===== src/rtl/pcpwm_pkg.sv =====
`timescale 1ns/1ps
package pcpwm_pkg;
  typedef enum logic [1:0] {
    PIN_OFF    = 2'd0,
    PIN_RSVD   = 2'd1,
    PIN_NONINV = 2'd2,
    PIN_INV    = 2'd3
  } pin_mode_e;

  // log2 of the divide ratio per prescale code; code 0 is stopped
  function automatic int unsigned ps_shift(input logic [2:0] code);
    case (code)
      3'd2:    return 3;
      3'd3:    return 5;
      3'd4:    return 6;
      3'd5:    return 7;
      3'd6:    return 8;
      3'd7:    return 10;
      default: return 0;
    endcase
  endfunction
endpackage


===== src/rtl/pcpwm_prescaler.sv =====
`timescale 1ns/1ps
module pcpwm_prescaler #(
  parameter int PS_W = 10
) (
  input  logic       clk_i,
  input  logic       rst_ni,
  input  logic       en_i,
  input  logic [2:0] sel_i,
  output logic       tick_o
);
  import pcpwm_pkg::*;

  logic [PS_W-1:0] div_q;
  logic [PS_W-1:0] mask;

  always_ff @(posedge clk_i or negedge rst_ni) begin
    if (!rst_ni)   div_q <= '0;
    else if (en_i) div_q <= div_q + PS_W'(1);
  end

  always_comb begin
    mask = (PS_W'(1) << ps_shift(sel_i)) - PS_W'(1);
  end

  assign tick_o = en_i && (sel_i != 3'd0) && ((div_q & mask) == mask);
endmodule


===== src/rtl/pcpwm_counter.sv =====
`timescale 1ns/1ps
module pcpwm_counter #(
  parameter int W = 8
) (
  input  logic         clk_i,
  input  logic         rst_ni,
  input  logic         tick_i,
  input  logic [W-1:0] top_i,
  output logic [W-1:0] cnt_o,
  output logic [W-1:0] nxt_o,
  output logic         up_o,
  output logic         step_up_o,
  output logic         arr_top_o,
  output logic         arr_bot_o
);
  logic [W-1:0] cnt_q, cnt_d;
  logic         up_q, up_d;
  logic         top_hit, bot_hit;

  always_comb begin
    cnt_d   = cnt_q;
    up_d    = up_q;
    top_hit = 1'b0;
    bot_hit = 1'b0;
    if (up_q) begin
      if (cnt_q >= top_i) begin
        if (cnt_q == '0) begin
          top_hit = 1'b1;                 // TOP of zero: park at 0
        end else begin
          cnt_d = cnt_q - W'(1);          // turn after one step at TOP
          up_d  = 1'b0;
        end
      end else begin
        cnt_d   = cnt_q + W'(1);
        top_hit = (cnt_d == top_i);
      end
    end else begin
      if (cnt_q == '0) begin
        up_d  = 1'b1;
        cnt_d = (top_i == '0) ? '0 : W'(1);
      end else begin
        cnt_d   = cnt_q - W'(1);
        bot_hit = (cnt_d == '0);
      end
    end
  end

  always_ff @(posedge clk_i or negedge rst_ni) begin
    if (!rst_ni) begin
      cnt_q <= '0;
      up_q  <= 1'b1;
    end else if (tick_i) begin
      cnt_q <= cnt_d;
      up_q  <= up_d;
    end
  end

  assign cnt_o     = cnt_q;
  assign nxt_o     = cnt_d;
  assign up_o      = up_q;
  assign step_up_o = up_d;
  assign arr_top_o = tick_i & top_hit;
  assign arr_bot_o = tick_i & bot_hit;
endmodule


===== src/rtl/pcpwm_regbuf.sv =====
`timescale 1ns/1ps
module pcpwm_regbuf #(
  parameter int W = 8
) (
  input  logic         clk_i,
  input  logic         rst_ni,
  input  logic         cmp_wr_i,
  input  logic [W-1:0] cmp_data_i,
  input  logic         top_wr_i,
  input  logic [W-1:0] top_data_i,
  input  logic         load_i,
  output logic [W-1:0] cmp_nxt_o,
  output logic [W-1:0] cmp_act_o,
  output logic [W-1:0] top_act_o
);
  logic [W-1:0] cmp_buf_q, top_buf_q;
  logic [W-1:0] cmp_act_q, top_act_q;

  always_ff @(posedge clk_i or negedge rst_ni) begin
    if (!rst_ni) begin
      cmp_buf_q <= '0;
      top_buf_q <= '1;
    end else begin
      if (cmp_wr_i) cmp_buf_q <= cmp_data_i;
      if (top_wr_i) top_buf_q <= top_data_i;
    end
  end

  // a write in the load cycle lands in the holding register only
  always_ff @(posedge clk_i or negedge rst_ni) begin
    if (!rst_ni) begin
      cmp_act_q <= '0;
      top_act_q <= '1;
    end else if (load_i) begin
      cmp_act_q <= cmp_buf_q;
      top_act_q <= top_buf_q;
    end
  end

  assign cmp_nxt_o = load_i ? cmp_buf_q : cmp_act_q;
  assign cmp_act_o = cmp_act_q;
  assign top_act_o = top_act_q;
endmodule


===== src/rtl/pcpwm_wave.sv =====
`timescale 1ns/1ps
module pcpwm_wave #(
  parameter int W = 8
) (
  input  logic         clk_i,
  input  logic         rst_ni,
  input  logic         tick_i,
  input  logic         arr_top_i,
  input  logic         step_up_i,
  input  logic [W-1:0] nxt_i,
  input  logic [W-1:0] cmp_i,
  input  logic [W-1:0] top_i,
  output logic         wave_o
);
  logic wave_q, wave_d;

  always_comb begin
    wave_d = wave_q;
    if (tick_i) begin
      if (arr_top_i) begin
        // forced rising-match level keeps symmetry around BOTTOM
        wave_d = (cmp_i >= top_i);
      end else if (nxt_i == cmp_i) begin
        wave_d = (cmp_i == '0) ? 1'b0 : !step_up_i;
      end
    end
  end

  always_ff @(posedge clk_i or negedge rst_ni) begin
    if (!rst_ni) wave_q <= 1'b0;
    else         wave_q <= wave_d;
  end

  assign wave_o = wave_q;
endmodule


===== src/rtl/pcpwm_flags.sv =====
`timescale 1ns/1ps
module pcpwm_flags #(
  parameter int W = 8
) (
  input  logic         clk_i,
  input  logic         rst_ni,
  input  logic         tick_i,
  input  logic         arr_bot_i,
  input  logic [W-1:0] nxt_i,
  input  logic [W-1:0] cmp_i,
  input  logic         ovf_clr_i,
  input  logic         cmp_clr_i,
  output logic         ovf_o,
  output logic         cmp_o
);
  logic ovf_q, cmp_q;
  logic hit;

  assign hit = tick_i && (nxt_i == cmp_i);

  // set beats clear
  always_ff @(posedge clk_i or negedge rst_ni) begin
    if (!rst_ni) begin
      ovf_q <= 1'b0;
      cmp_q <= 1'b0;
    end else begin
      if (arr_bot_i)      ovf_q <= 1'b1;
      else if (ovf_clr_i) ovf_q <= 1'b0;
      if (hit)            cmp_q <= 1'b1;
      else if (cmp_clr_i) cmp_q <= 1'b0;
    end
  end

  assign ovf_o = ovf_q;
  assign cmp_o = cmp_q;
endmodule


===== src/rtl/pcpwm_timer.sv =====
`timescale 1ns/1ps
module pcpwm_timer #(
  parameter int CNT_W = 8,
  parameter int PS_W  = 10
) (
  input  logic             clk_i,
  input  logic             rst_ni,
  input  logic             en_i,
  input  logic [2:0]       ps_sel_i,
  input  logic             cmp_wr_i,
  input  logic [CNT_W-1:0] cmp_data_i,
  input  logic             top_wr_i,
  input  logic [CNT_W-1:0] top_data_i,
  input  logic             top_sel_i,
  input  logic [1:0]       mode_i,
  input  logic             pin_dir_i,
  input  logic             ovf_clr_i,
  input  logic             cmp_clr_i,
  output logic [CNT_W-1:0] cnt_o,
  output logic             pin_o,
  output logic             pin_oe_o,
  output logic             ovf_o,
  output logic             cmp_flag_o
);
  import pcpwm_pkg::*;

  logic             tick;
  logic [CNT_W-1:0] cnt_q, cnt_nxt;
  logic             cnt_up, step_up, arr_top, arr_bot;
  logic [CNT_W-1:0] cmp_nxt, cmp_act, top_act, top_cur;
  logic             wave_q, level;
  pin_mode_e        mode;

  assign mode    = pin_mode_e'(mode_i);
  assign top_cur = top_sel_i ? top_act : '1;

  pcpwm_prescaler #(.PS_W(PS_W)) u_ps (
    .clk_i  (clk_i),
    .rst_ni (rst_ni),
    .en_i   (en_i),
    .sel_i  (ps_sel_i),
    .tick_o (tick)
  );

  pcpwm_counter #(.W(CNT_W)) u_cnt (
    .clk_i     (clk_i),
    .rst_ni    (rst_ni),
    .tick_i    (tick),
    .top_i     (top_cur),
    .cnt_o     (cnt_q),
    .nxt_o     (cnt_nxt),
    .up_o      (cnt_up),
    .step_up_o (step_up),
    .arr_top_o (arr_top),
    .arr_bot_o (arr_bot)
  );

  pcpwm_regbuf #(.W(CNT_W)) u_buf (
    .clk_i      (clk_i),
    .rst_ni     (rst_ni),
    .cmp_wr_i   (cmp_wr_i),
    .cmp_data_i (cmp_data_i),
    .top_wr_i   (top_wr_i),
    .top_data_i (top_data_i),
    .load_i     (arr_top),
    .cmp_nxt_o  (cmp_nxt),
    .cmp_act_o  (cmp_act),
    .top_act_o  (top_act)
  );

  pcpwm_wave #(.W(CNT_W)) u_wave (
    .clk_i     (clk_i),
    .rst_ni    (rst_ni),
    .tick_i    (tick),
    .arr_top_i (arr_top),
    .step_up_i (step_up),
    .nxt_i     (cnt_nxt),
    .cmp_i     (cmp_nxt),
    .top_i     (top_cur),
    .wave_o    (wave_q)
  );

  pcpwm_flags #(.W(CNT_W)) u_flags (
    .clk_i     (clk_i),
    .rst_ni    (rst_ni),
    .tick_i    (tick),
    .arr_bot_i (arr_bot),
    .nxt_i     (cnt_nxt),
    .cmp_i     (cmp_nxt),
    .ovf_clr_i (ovf_clr_i),
    .cmp_clr_i (cmp_clr_i),
    .ovf_o     (ovf_o),
    .cmp_o     (cmp_flag_o)
  );

  assign level    = (mode == PIN_INV) ? ~wave_q : wave_q;
  assign pin_oe_o = pin_dir_i && ((mode == PIN_NONINV) || (mode == PIN_INV));
  assign pin_o    = pin_oe_o & level;
  assign cnt_o    = cnt_q;
endmodule


===== config.mk =====
export PLATFORM = sky130hd
export DESIGN_NAME = pcpwm_timer
export DESIGN_NICKNAME = d
export VERILOG_FILES = /design/src/rtl/pcpwm_pkg.sv /design/src/rtl/pcpwm_prescaler.sv /design/src/rtl/pcpwm_counter.sv /design/src/rtl/pcpwm_regbuf.sv /design/src/rtl/pcpwm_wave.sv /design/src/rtl/pcpwm_flags.sv /design/src/rtl/pcpwm_timer.sv
export SDC_FILE = /design/constraint.sdc
export NUM_CORES = 1
export LEC_CHECK = 0
export ABC_AREA = 1
export BUFFER_PORTS_ARGS = -buffer_cell sky130_fd_sc_hd__buf_2
export CORE_MARGIN = 2
export CORE_UTILIZATION = 59
export CTS_CLUSTER_SIZE = 30
export DETAILED_ROUTE_END_ITERATION = 16
export PLACE_DENSITY = 0.92
export SYNTH_ARGS = -nofsm -noshare
export SYNTH_HDL_FRONTEND = slang
export SYNTH_SLANG_ARGS = --single-unit

===== constraint.sdc =====
create_clock -name clk_i -period 4.2 [get_ports clk_i]
set_input_delay 1.05 -clock clk_i [delete_from_list [all_inputs] [get_ports clk_i]]
set_output_delay 1.05 -clock clk_i [all_outputs]
set_load 0.02 [all_outputs]

=== Word-level counts from Yosys, hierarchy flattened ===
Cells that the tools add are included.

* Bits in registers: 54

* $add $sub $neg: 4
* $lt $le $gt $ge: 2
* Equality and inequality tests: 11
* Shift-type cells: 1
* Muxes and demuxes: 23
* Bitwise operators: 5
* Reduce and logical (&&, ||, !) cells: 15

{| class="wikitable"
|+ Operators by type and width
! kind !! number
|-
| two-way mux 8 bit || 6
|-
| zero test 8 bit || 4
|-
| one-hot mux 4 bit (6 select lines) || 1
|-
| equality test 8 bit || 2
|-
| >= comparator 8 bit || 2
|-
| two-way mux 1 bit || 16
|-
| equality test 3 bit (second input constant) || 4
|-
| adder 10 x 1 -> 10 bit (second input constant) || 1
|-
| AND 10 bit || 1
|-
| equality test 10 bit || 1
|-
| left shift 1 x 4 -> 10 bit (first input constant) || 1
|-
| subtractor 10 x 2 -> 10 bit (second input constant) || 1
|-
| adder 8 x 1 -> 8 bit (second input constant) || 1
|-
| subtractor 8 x 1 -> 8 bit (second input constant) || 1
|-
| equality test 3 x 2 -> 1 bit (second input constant) || 2
|-
| nonzero test 2 bit || 3
|-
| equality test 2 bit (second input constant) || 2
|-
| logical AND 1 bit || 4
|-
| AND 1 bit || 3
|-
| nonzero test 3 bit || 1
|-
| AND reduction 2 bit || 1
|-
| zero test 1 bit || 1
|-
| logical OR 1 bit || 1
|-
| NOT 1 bit || 1
|}

=== Logic depth before layout (Yosys ltp) ===
Gate-level depths: netlist (run 1).

* Word-level depth: 13
* Gate-level depth with buffers: 24
* Gate-level depth less buffers: 24

=== Modules after synthesis ===
Synthesis (run 1) repeated with hierarchy kept, for this count alone.

* Cell total of the unflattened synthesis: 574
* Area total of the unflattened synthesis: 3875.0 um^2

{| class="wikitable"
|+ By module, submodules not included
! module !! times used !! cells each !! area an instance (um^2)
|-
| pcpwm_counter || 1 || 218 || 1277.5
|-
| pcpwm_regbuf || 1 || 136 || 1262.5
|-
| pcpwm_prescaler || 1 || 66 || 553.0
|-
| pcpwm_wave || 1 || 82 || 442.9
|-
| pcpwm_flags || 1 || 49 || 251.5
|-
| pcpwm_timer || 1 || 23 || 87.6
|}

=== Worst setup path before layout (run 1) ===
No wires, ideal clock.

* Path type: input to register
* From: input port top_sel_i
* To: register u_wave.wave_q, in the netlist u_wave.wave_o
* Setup time: 117 ps
* Data arrival time: 3600 ps
* Required time: 4083 ps
* Path slack: 483 ps
* Stages: 23
* Path buffers: 1
* Cells stage by stage: inv_2 or2_2 ha_1 inv_1 nand2_1 nor2_1 nand2_1 nor2_1 nand2_1 nor2_1 nand4_1 nand2_2 buf_6 nand3_1 nand2_1 inv_1 ha_1 a21oi_1 a21oi_1 o31ai_1 nand2_1 nand3_1 nand2_1

* Word-level cells in the longest chain between the ends: 10
* Elaborated cells on any way between the ends: 23
* Those cells by class: 2 x order compare; 2 x eq/ne; 13 x mux; 1 x bitwise; 5 x reduce/logical

{| class="wikitable"
|+ Ends and longest elaborated chain
! what !! RTL line !! source
|-
| from (decl) || pcpwm_timer.sv:14 || <nowiki>input logic top_sel_i,</nowiki>
|-
| two-way mux 8 bit (*) || pcpwm_timer.sv:35 || <nowiki>assign top_cur = top_sel_i ? top_act : '1;</nowiki>
|-
| >= comparator 8 bit or equality test 8 bit (tied branches) || pcpwm_counter.sv:26, pcpwm_counter.sv:35 ||
|-
| two-way mux 1 bit (*) || pcpwm_counter.sv:26 || <nowiki>if (cnt_q >= top_i) begin</nowiki>
|-
| two-way mux 1 bit (*) || pcpwm_counter.sv:25 || <nowiki>if (up_q) begin</nowiki>
|-
| AND 1 bit (*) || pcpwm_counter.sv:62 || <nowiki>assign arr_top_o = tick_i & top_hit;</nowiki>
|-
| two-way mux 8 bit (*) || pcpwm_regbuf.sv:40 || <nowiki>assign cmp_nxt_o = load_i ? cmp_buf_q : cmp_act_q;</nowiki>
|-
| named net cmp_nxt[3] || pcpwm_timer.sv:30 || <nowiki>logic [CNT_W-1:0] cmp_nxt, cmp_act, top_act, top_cur;</nowiki>
|-
| branches (longest 4 deep; another with >= comparator 8 bit) || - ||
|-
| to (signal assigned) || pcpwm_wave.sv:31 || <nowiki>else wave_q <= wave_d;</nowiki>
|-
| to (decl) || pcpwm_wave.sv:15 || <nowiki>logic wave_q, wave_d;</nowiki>
|}

Mark *: on every way through the listed nets, which the timed path passes. The select of a mux whose other input is x is not followed.
A chain may end at the register's enable or synchronous reset.

=== Final worst setup path (run 1) ===
Ends and elaborated chain as after synthesis.

==> results.toml, run 1 <==
[global_routing]
grt_pass1_wl_mm = 14.2
grt_max_degree = 33
gr-total-overflow = 0
track_usage_pct = 27.2
antenna_found_initial = 0
grt_pass1_vias = 3257

[critical_path]
path_cells = "buf_2 -> inv_2 -> or2_2 -> ha_1 -> inv_1 -> nand2_1 -> nor2_1 -> nand2_1 -> nor2_1 -> nand2_1 -> nor2_1 -> nand4_1 -> nand2_2 -> buf_4 -> nand3_1 -> nand2_1 -> inv_1 -> ha_1 -> a21oi_1 -> a21oi_1 -> o31ai_1 -> nand2_1 -> nand3_1 -> nand2_1"
cp_slowest_cell = "or2_2"
worst-setup-path-type = "input port to flop"
worstPathArrival_ps = 4110
worstRegToRegCells = 17
end_kind = "flop"
crit_path_frequent_cell = "nand2_1"
crit_buf_inv = 5
crit_fanout = 11
reg2reg_from = "u_cnt.cnt_o[1]$_DFFE_PN0P_"
cp_top_family = "simple AND/OR/NAND/NOR gates"
timing.rr.end = "u_wave.wave_o$_DFFE_PN0P_"
critPathRequiredTime_ps = 4420
critPathLaunchType = "input port"
crit_path_max_incr_delay_ps = 310
worstSetupStartpoint = "top_sel_i"
rrSetupSlack_ps = 620

[synth]
synth_edf_count = 0
avgSynthCellArea_sq_um = 7.39
synth.most_common_cell = "nand2_1"
synth_compound_area_share_pct = 9.28
ys.flop_type = "dfrtp_1"
yosysWarnings = 0
synth_top_area_share_pct = 25.7
yosysTopAreaCell = "dfrtp_1"
async_flop_share_pct = 100
synth_area_leaders = "dfrtp_1, nand2_1, dfstp_2, inv_1, ha_1"
synthTopCellsByCount = "nand2_1, inv_1, nand3_1, o21ai_0, dfrtp_1"
synth_cells = 487
synthXorXnorAreaFrac_pct = 4.55
synthAdderAreaFrac_pct = 7.30
synth_area_sq_mm = 0.00360
synth_top_family_by_area = "simple AND/OR/NAND/NOR gates"
ys_seq_area_share_pct = 38.1
ys_ff_latch = 54
synth-simple-area-share_pct = 29.9
ys_types = 37
syn_nets = 538
synth.area.mux_share_pct = 0.313

[route]
ant_nets = 0
drt_iter0_markers = 239
drc = 0
vias = 3355
wl_per_cell_um = 13.4
avgViaCountPerCell = 5.47
first_pass_iters = 7
wl_mm = 8.21

[timing]
period_needed_ps = 3890
finalHoldViolations = 0
setup-tns-final_ps = 0
tightest_slew_ps = 703
rsz0062_at_grt = "no"
setup-violations-final = 0
fmax_mhz = 257
drv_slew = 0
finClkSkew_ps = 18.9
relSlewSlack_pct = 53.2
post-route-period-util_pct = 92.6
worst_slack_ps = 311

[place]
pre_cts_slack_ps = 13.5
gp_congestion = 0.967
hpwl_mm = 6.34
place_inst = 605
io_buffers = 41

[die]
dieHeight_um = 82.1
start_util_pct = 60.8
core_sq_mm = 0.00592
die_w_um = 82.1
die_area_sq_mm = 0.00674
rows = 28
io_pins = 42

[cells_and_area]
antenna_cells = 0
fin_util_pct = 67.9
nets = 588
synthToLayoutAreaGrowth_pct = 11.7
nFillCells = 495
final_cells = 613
drive_gt1_share_pct = 17.3

[clock_tree]
htreeDepth = 2
clk_latency_ps = 320
cts_buffers = 5
cts-root-buf = "clkbuf_8"
cts_tree = "yes"
ctsHoldBuffers = 0
cts_setup_buffers = 0
clk_pin_slew_ps = 100
clk_path_buf_depth = 2
clock-sinks = 54
cts-resized-gates = 0

[power_and_ir_drop]
pwr_density_cell_mw_per_mm2 = 539
power_uw = 2170
p_leak_uw = 0.00211
vdd_drop_max_v = 0.000342

[hold_path]
min_from = "u_buf.top_buf_q[7]$_DFFE_PN1P_"
hp-class = "flop to flop"
hold_path_depth = 2
holdPathEnd = "u_buf.top_act_o[7]$_DFFE_PN1N_"

[job]
maxCapViolCount = 0

[outcome]
outcome = "finished clean"
==> metrics by stage <==
step / cell area (sq um) / hold WS [ps]
after floorplan: 3600 / 442
after global placement: 3920 / 456
after detailed placement: 3920 / 472
after CTS: 4020 / 487
after global routing: 4020 / 500
final: 4020 / 481
==> power breakdown <==
group / switching (uW) / leakage [uW] / internal [uW] / total [uW]
sequential: 139 / 0.000613 / 625 / 765
combinational: 679 / 0.00145 / 397 / 1080
clock: 171 / 0.0000506 / 155 / 325
total: 989 / 0.00211 / 1180 / 2170
==> sequential cells by signal (all words and copies together), names as in the netlist <==
register and count:
u_buf.cmp_act_o 8, u_buf.cmp_buf_q 8, u_buf.top_act_o 8, u_buf.top_buf_q 8, u_cnt.cnt_o 8, u_cnt.up_o 1
u_flags.cmp_o 1, u_flags.ovf_o 1, u_ps.div_q 10, u_wave.wave_o 1
==> layout make-up <==
| type | count | area, sq um | share of cell area (%) |
|---|---|---|---|
| well taps | 75 | 93.8 | 2.33 |
| multi-input cells | 340 | 1850 | 46.0 |
| clock buffers | 8 | 101 | 2.52 |
| repair buffers | 52 | 288 | 7.16 |
| inverters | 84 | 315 | 7.84 |
| flip-flops and latches | 54 | 1370 | 34.1 |
==> cells by family after synthesis <==
family | Yosys count
XOR/XNOR | 17
AO/OA/AOI/OAI | 62
adder cells (fa/ha/maj) | 21
buffers and inverters | 93
AND/OR/NAND/NOR | 238
flip-flops | 54
multiplexers | 1
other | 1
==> cells in the final DEF (no fill, tap or decap), types with 2 or more instances in the layout <==
master	Yosys	routed
nand2_1	134	134
clkbuf_1	4	2
o22ai_1	7	7
ha_1	21	21
o211ai_1	4	4
nand3_2	2	2
xnor2_1	2	2
nor3_1	10	10
nand3b_1	5	5
inv_1	80	80
clkbuf_8	0	5
nand3_1	39	39
dfrtp_1	37	37
inv_2	3	3
o21ai_0	38	38
buf_4	1	11
nand4_1	12	12
nor4_1	2	2
xor2_1	14	14
or2_2	2	2
dfstp_2	17	17
buf_2	1	41
nand2_2	5	5
nor2_1	21	21
a21oi_1	11	11
==> metal layers <==
metal  share of wire [%]  GRT usage [%]  routed length, um
met4                 3.1           11.0                251
met5                   0              0                  0
met2                  48           47.6               3950
met1                  43           33.1               3490
met3                 6.3           5.11                517
==> worst max-delay path by stage <==
stage,slack [ps],to,cells past startpoint
final,310,u_wave.wave_o$_DFFE_PN0P_,24
after global routing,30,u_wave.wave_o$_DFFE_PN0P_,24
after CTS,340,u_wave.wave_o$_DFFE_PN0P_,24
after detailed placement,10,u_wave.wave_o$_DFFE_PN0P_,24
after global placement,130,u_wave.wave_o$_DFFE_PN0P_,25
after floorplan,480,u_wave.wave_o$_DFFE_PN0P_,23
==> worst reg2reg max path: stages (launching register included) <==
cell,delay (ps)
dfrtp_1,520
inv_1,190
ha_1,250
nand4_1,170
nor3_1,440
nand2_1,220
nand2_2,140
buf_4,190
nand3_1,120
nand2_1,130
inv_1,60
ha_1,310
a21oi_1,160
a21oi_1,90
o31ai_1,260
nand2_1,80
nand3_1,80
nand2_1,80
(Power assumes the default switching activity.)
==> run 2, diff against run 1 <==
Settings changed: PLACE_DENSITY 0.92 to 0.93.
==> results.toml, run 2 (synthesis gave the netlist of run 1 again) <==
[place]
hpwl_mm = 6.48
placed_area_sq_mm = 0.00393
io_buffers = 41
place_inst = 606
gp_congestion = 0.955

[die]
start_util_pct = 60.8
die_area_sq_mm = 0.00674
core_sq_mm = 0.00592
rows = 28
dieHeight_um = 82.1
io_pins = 42
die_w_um = 82.1

[hold_path]
min_from = "u_buf.top_buf_q[3]$_DFFE_PN1P_"
holdPathEnd = "u_buf.top_act_o[3]$_DFFE_PN1N_"
hp-class = "flop to flop"
hold_path_depth = 2

[route]
ant_nets = 0
drt_iter0_markers = 272
first_pass_iters = 4
drc = 0
avgViaCountPerCell = 5.47
vias = 3358
wl_mm = 8.40
wl_per_cell_um = 13.7

[critical_path]
crit_fanout = 11
worstPathArrival_ps = 4150
reg2reg_from = "u_buf.top_act_o[6]$_DFFE_PN1N_"
critPathRequiredTime_ps = 4410
worst-setup-path-type = "input port to flop"
worstRegToRegCells = 22
rrSetupSlack_ps = 630
timing.rr.end = "u_wave.wave_o$_DFFE_PN0P_"
critPathLaunchType = "input port"
end_kind = "flop"

[cells_and_area]
final_common_cell = "nand2_1"
antenna_cells = 0
nets = 589
regMostFlops = "u_ps.div_q"
drive_gt1_share_pct = 17.4
largest_reg_flops = 10
final_cells = 614
fin_area_sq_mm = 0.00401
ff_latch_area_sq_mm = 0.00137
synthToLayoutAreaGrowth_pct = 11.5
final_cell_mix = "nand2_1, inv_1, buf_2"
multi_input_area_sq_mm = 0.00185
nFillCells = 485

[timing]
rsz0062_at_grt = "no"
relSlewSlack_pct = 48.2
finalHoldViolations = 0
setup-violations-final = 0
finClkSkew_ps = 20.1
period_needed_ps = 3940
post-route-period-util_pct = 93.9
drv_slew = 0
tightest_slew_ps = 777
fmax_mhz = 254

[clock_tree]
cts_setup_buffers = 0
clk_path_buf_depth = 2
clk_latency_ps = 330
cts-resized-gates = 0
ctsHoldBuffers = 0
htreeDepth = 2
clock-sinks = 54
cts_buffers = 5
clk_pin_slew_ps = 110
cts-root-buf = "clkbuf_8"
cts_tree = "yes"

[global_routing]
grt_max_degree = 35
grt_pass1_wl_mm = 13.5
antenna_found_initial = 0
track_usage_pct = 26.4
grt_pass1_vias = 3088
gr-total-overflow = 0

[power_and_ir_drop]
pwr_density_cell_mw_per_mm2 = 540
power_uw = 2170
p_leak_uw = 0.00211
vdd_drop_max_v = 0.000285

[outcome]
outcome = "finished clean"

[job]
maxCapViolCount = 0
==> run 2: changes by cell type in the layout (fill, tap and decap cells not counted), sizes merged <==
cell	delta
clkinv	+1
clkbuf	-2
buf	+1
inv	+1
==> run 2: where the power goes <==
part           switching (uW)  leakage [uW]  internal (uW)  total (uW)
logic                     691       0.00145            409        1100
registers                 139      0.000613            625         764
clock network             186     0.0000432            119         304
total                    1010       0.00211           1150        2170
==> run 2: final cells by class <==
type | instances | area share (%)
clock buffer | 6 | 1.81
multi-input combinational | 340 | 46.1
tap | 75 | 2.34
clock inverter | 2 | 0.312
timing repair buffer | 53 | 7.36
inverter | 84 | 7.86
sequential | 54 | 34.2
==> run 2: routing by layer <==
layer / wire length, um / vias to the layer above / global-route usage, %
li1: - / 1666 / -
met3: 575 / 23 / 5.43
met4: 228 / 0 / 10.2
met5: 0 / - / 0
met1: 3460 / 1554 / 31.9
met2: 4140 / 115 / 46.3
==> run 2: worst max path at each step <==
stage                         start                        end  slack, ps  depth (start not counted)
after global routing      top_sel_i  u_wave.wave_o$_DFFE_PN0P_         20                         25
final                     top_sel_i  u_wave.wave_o$_DFFE_PN0P_        260                         25
after detailed placement  top_sel_i  u_wave.wave_o$_DFFE_PN0P_         -4                         24
after global placement    top_sel_i  u_wave.wave_o$_DFFE_PN0P_        130                         25
after CTS                 top_sel_i  u_wave.wave_o$_DFFE_PN0P_        310                         24
after floorplan           top_sel_i  u_wave.wave_o$_DFFE_PN0P_        480                         23
==> run 2: critical path, cell delays in order <==
cell	delay (ps)
buf_2	120
inv_2	70
or2_2	310
ha_1	300
inv_1	70
nand2_1	50
nor2_1	130
nand2_1	80
nor2_1	80
nand2_1	50
nor2_1	80
nand4_1	100
nand2_2	110
buf_4	190
nand3_1	120
nand2_1	160
ha_1	260
inv_1	60
nor2_1	30
o211ai_1	160
a21oi_1	90
o31ai_1	250
nand2_1	80
nand3_1	90
nand2_1	80
==> run 2: per-stage QoR <==
step                      hold WS [ps]  setup TNS (ps)  util (%)  setup slack (ps)
after global placement             456               0      66.3               130
after floorplan                    442               0         -               483
after global routing               502               0      67.8              18.8
after detailed placement           473           -4.46      66.3             -4.46
after CTS                          487               0      67.8               308
final                              476               0      67.8               257
==> run 3, diff against run 2 <==
Settings changed: GPL_TIMING_DRIVEN from default to 0.
==> results.toml, run 3 (synthesis gave the netlist of run 1 again) <==
[timing]
period_needed_ps = 3970
finalHoldViolations = 0
tightest_slew_ps = 1190
fmax_mhz = 252
drv_slew = 0
relSlewSlack_pct = 20.3
finClkSkew_ps = 16.1
setup-violations-final = 0
setup-tns-final_ps = 0
post-route-period-util_pct = 94.5

[die]
start_util_pct = 60.8
die_area_sq_mm = 0.00674
die_w_um = 82.1
core_sq_mm = 0.00592
rows = 28
io_pins = 42
dieHeight_um = 82.1

[power_and_ir_drop]
power_frac_comb_pct = 50.1
p_int_uw = 1140
pwr_density_cell_mw_per_mm2 = 527
power_uw = 2120
p_sw_uw = 980
clockPowerShare_pct = 14.3
switching_share_pct = 46.2
vdd_drop_max_v = 0.000306
p_seq_share_pct = 35.5
p_leak_uw = 0.00209

[critical_path]
crit_fanout = 9
crit_path_frequent_cell = "nand2_1"
critPathRequiredTime_ps = 4410
timing.rr.end = "u_wave.wave_o$_DFFE_PN0P_"
worstPathArrival_ps = 4180
reg2reg_from = "u_buf.top_act_o[6]$_DFFE_PN1N_"
worstRegToRegCells = 23
crit_end = "u_wave.wave_o$_DFFE_PN0P_"
end_kind = "flop"
cp_slowest_cell = "ha_1"
worstSetupStartpoint = "top_sel_i"
worst-setup-path-type = "input port to flop"
crit_path_max_incr_delay_ps = 320
critPathLaunchType = "input port"
rrSetupSlack_ps = 600
path_cells = "buf_2 -> inv_4 -> nor2_2 -> ha_1 -> a21oi_1 -> o21ai_0 -> nand2_1 -> nand3b_1 -> inv_1 -> nand4_1 -> nand2_2 -> nand2_4 -> nand2_1 -> nand2_1 -> ha_1 -> inv_1 -> nor2_1 -> o211ai_1 -> a21oi_1 -> o31ai_1 -> nand2_1 -> nand3_1 -> nand2_1"

[cells_and_area]
final_cells = 611
drive_gt1_share_pct = 17.5
largest_reg_flops = 10
antenna_cells = 0
final_common_cell = "nand2_1"
regMostFlops = "u_ps.div_q"
final_cell_mix = "nand2_1, inv_1, buf_2"
nFillCells = 462
nets = 586
synthToLayoutAreaGrowth_pct = 11.9

[route]
drt_iter0_markers = 323
avgViaCountPerCell = 5.55
wl_per_cell_um = 13.8
vias = 3388
first_pass_iters = 5
ant_nets = 0
wl_mm = 8.42
drc = 0

[clock_tree]
htreeDepth = 2
ctsHoldBuffers = 0
clk_pin_slew_ps = 100
cts_setup_buffers = 0
cts-resized-gates = 0
clk_latency_ps = 320
clock-sinks = 54
cts_buffers = 5
cts-root-buf = "clkbuf_8"
cts_tree = "yes"
clk_path_buf_depth = 2

[global_routing]
use_met2_pct = 47.4
track_usage_pct = 26.3
gr-usage-met3_pct = 3.26
met1_usage_pct = 32.4
busiest_layer = "met2"
gr-total-overflow = 0
antenna_found_initial = 0
grt_pass1_wl_mm = 13.8
grt_pass1_vias = 3256
grt_max_degree = 55

[hold_path]
hold_path_depth = 2
hp-class = "flop to flop"

[place]
hpwl_mm = 6.35
gp_congestion = 0.956
place_inst = 603
io_buffers = 41

[job]
maxCapViolCount = 0

[outcome]
outcome = "finished clean"
run 3: cell count changes in the layout (fill, tap and decap cells not counted):
cell	before	now
buf_2	41	42
buf_4	12	1
buf_6	0	3
clkbuf_1	1	4
clkbuf_8	5	6
clkinv_4	0	1
inv_2	3	2
inv_4	0	1
inv_6	1	0
nand2_1	134	133
nand2_2	5	6
nor2_1	21	16
nor2_2	1	3
nor2_4	1	4
run 3: layout make-up:
type | count | area [sq um] | share of cell area [%]
clock inverter | 2 | 12.5 | 0.311
buffer | 9 | 61.3 | 1.52
multi-input combinational | 340 | 1880 | 46.7
sequential | 54 | 1370 | 34.1
timing repair buffer | 41 | 205 | 5.10
clock buffer | 6 | 82.6 | 2.05
inverter | 84 | 318 | 7.89
tap | 75 | 93.8 | 2.33
run 3: stage by stage:
stage	hold WS, ps	cell area (sq um)	util [%]	setup slack, ps
final	481	4030	68.0	231
after global routing	518	4030	68.0	-7.25
after CTS	487	3990	67.5	12.7
after detailed placement	472	3900	65.8	-292
after global placement	457	3900	65.8	-191
after floorplan	442	3600	-	483
run 3: worst max-delay path: cells and delay by family:
family / cells / cell delay (ps)
fa+ha+maj: 2 / 630
simple gates: 12 / 1360
compound gates: 5 / 720
buf+inv: 4 / 410
run 3: how the worst min path moves through the flow:
stage / slack, ps / endpoint / start
floorplan: 440 / u_ps.div_q[9]$_DFFE_PN0P_ / u_ps.div_q[9]$_DFFE_PN0P_
global placement: 460 / u_ps.div_q[9]$_DFFE_PN0P_ / u_ps.div_q[9]$_DFFE_PN0P_
detailed placement: 470 / u_ps.div_q[9]$_DFFE_PN0P_ / u_ps.div_q[9]$_DFFE_PN0P_
CTS: 490 / u_buf.top_buf_q[1]$_DFFE_PN1P_ / u_buf.top_buf_q[1]$_DFFE_PN1P_
global route: 520 / u_buf.top_buf_q[3]$_DFFE_PN1P_ / u_buf.top_buf_q[3]$_DFFE_PN1P_
finish: 480 / u_buf.top_buf_q[1]$_DFFE_PN1P_ / u_buf.top_buf_q[1]$_DFFE_PN1P_
run 3: power by group through the flow:
stage               combinational, uW  clock, uW  sequential (uW)
global placement                  995          0              753
detailed placement               1040          0              759
floorplan                         738          0              774
global route                     1190        331              769
finish                           1060        305              754
CTS                              1040        308              749
run 3: per-layer routing:
| layer | routed length (um) | up-vias |
|---|---|---|
| li1 | - | 1664 |
| met1 | 3560 | 1567 |
| met4 | 197 | 0 |
| met3 | 474 | 26 |
| met5 | 0 | - |
| met2 | 4190 | 131 |
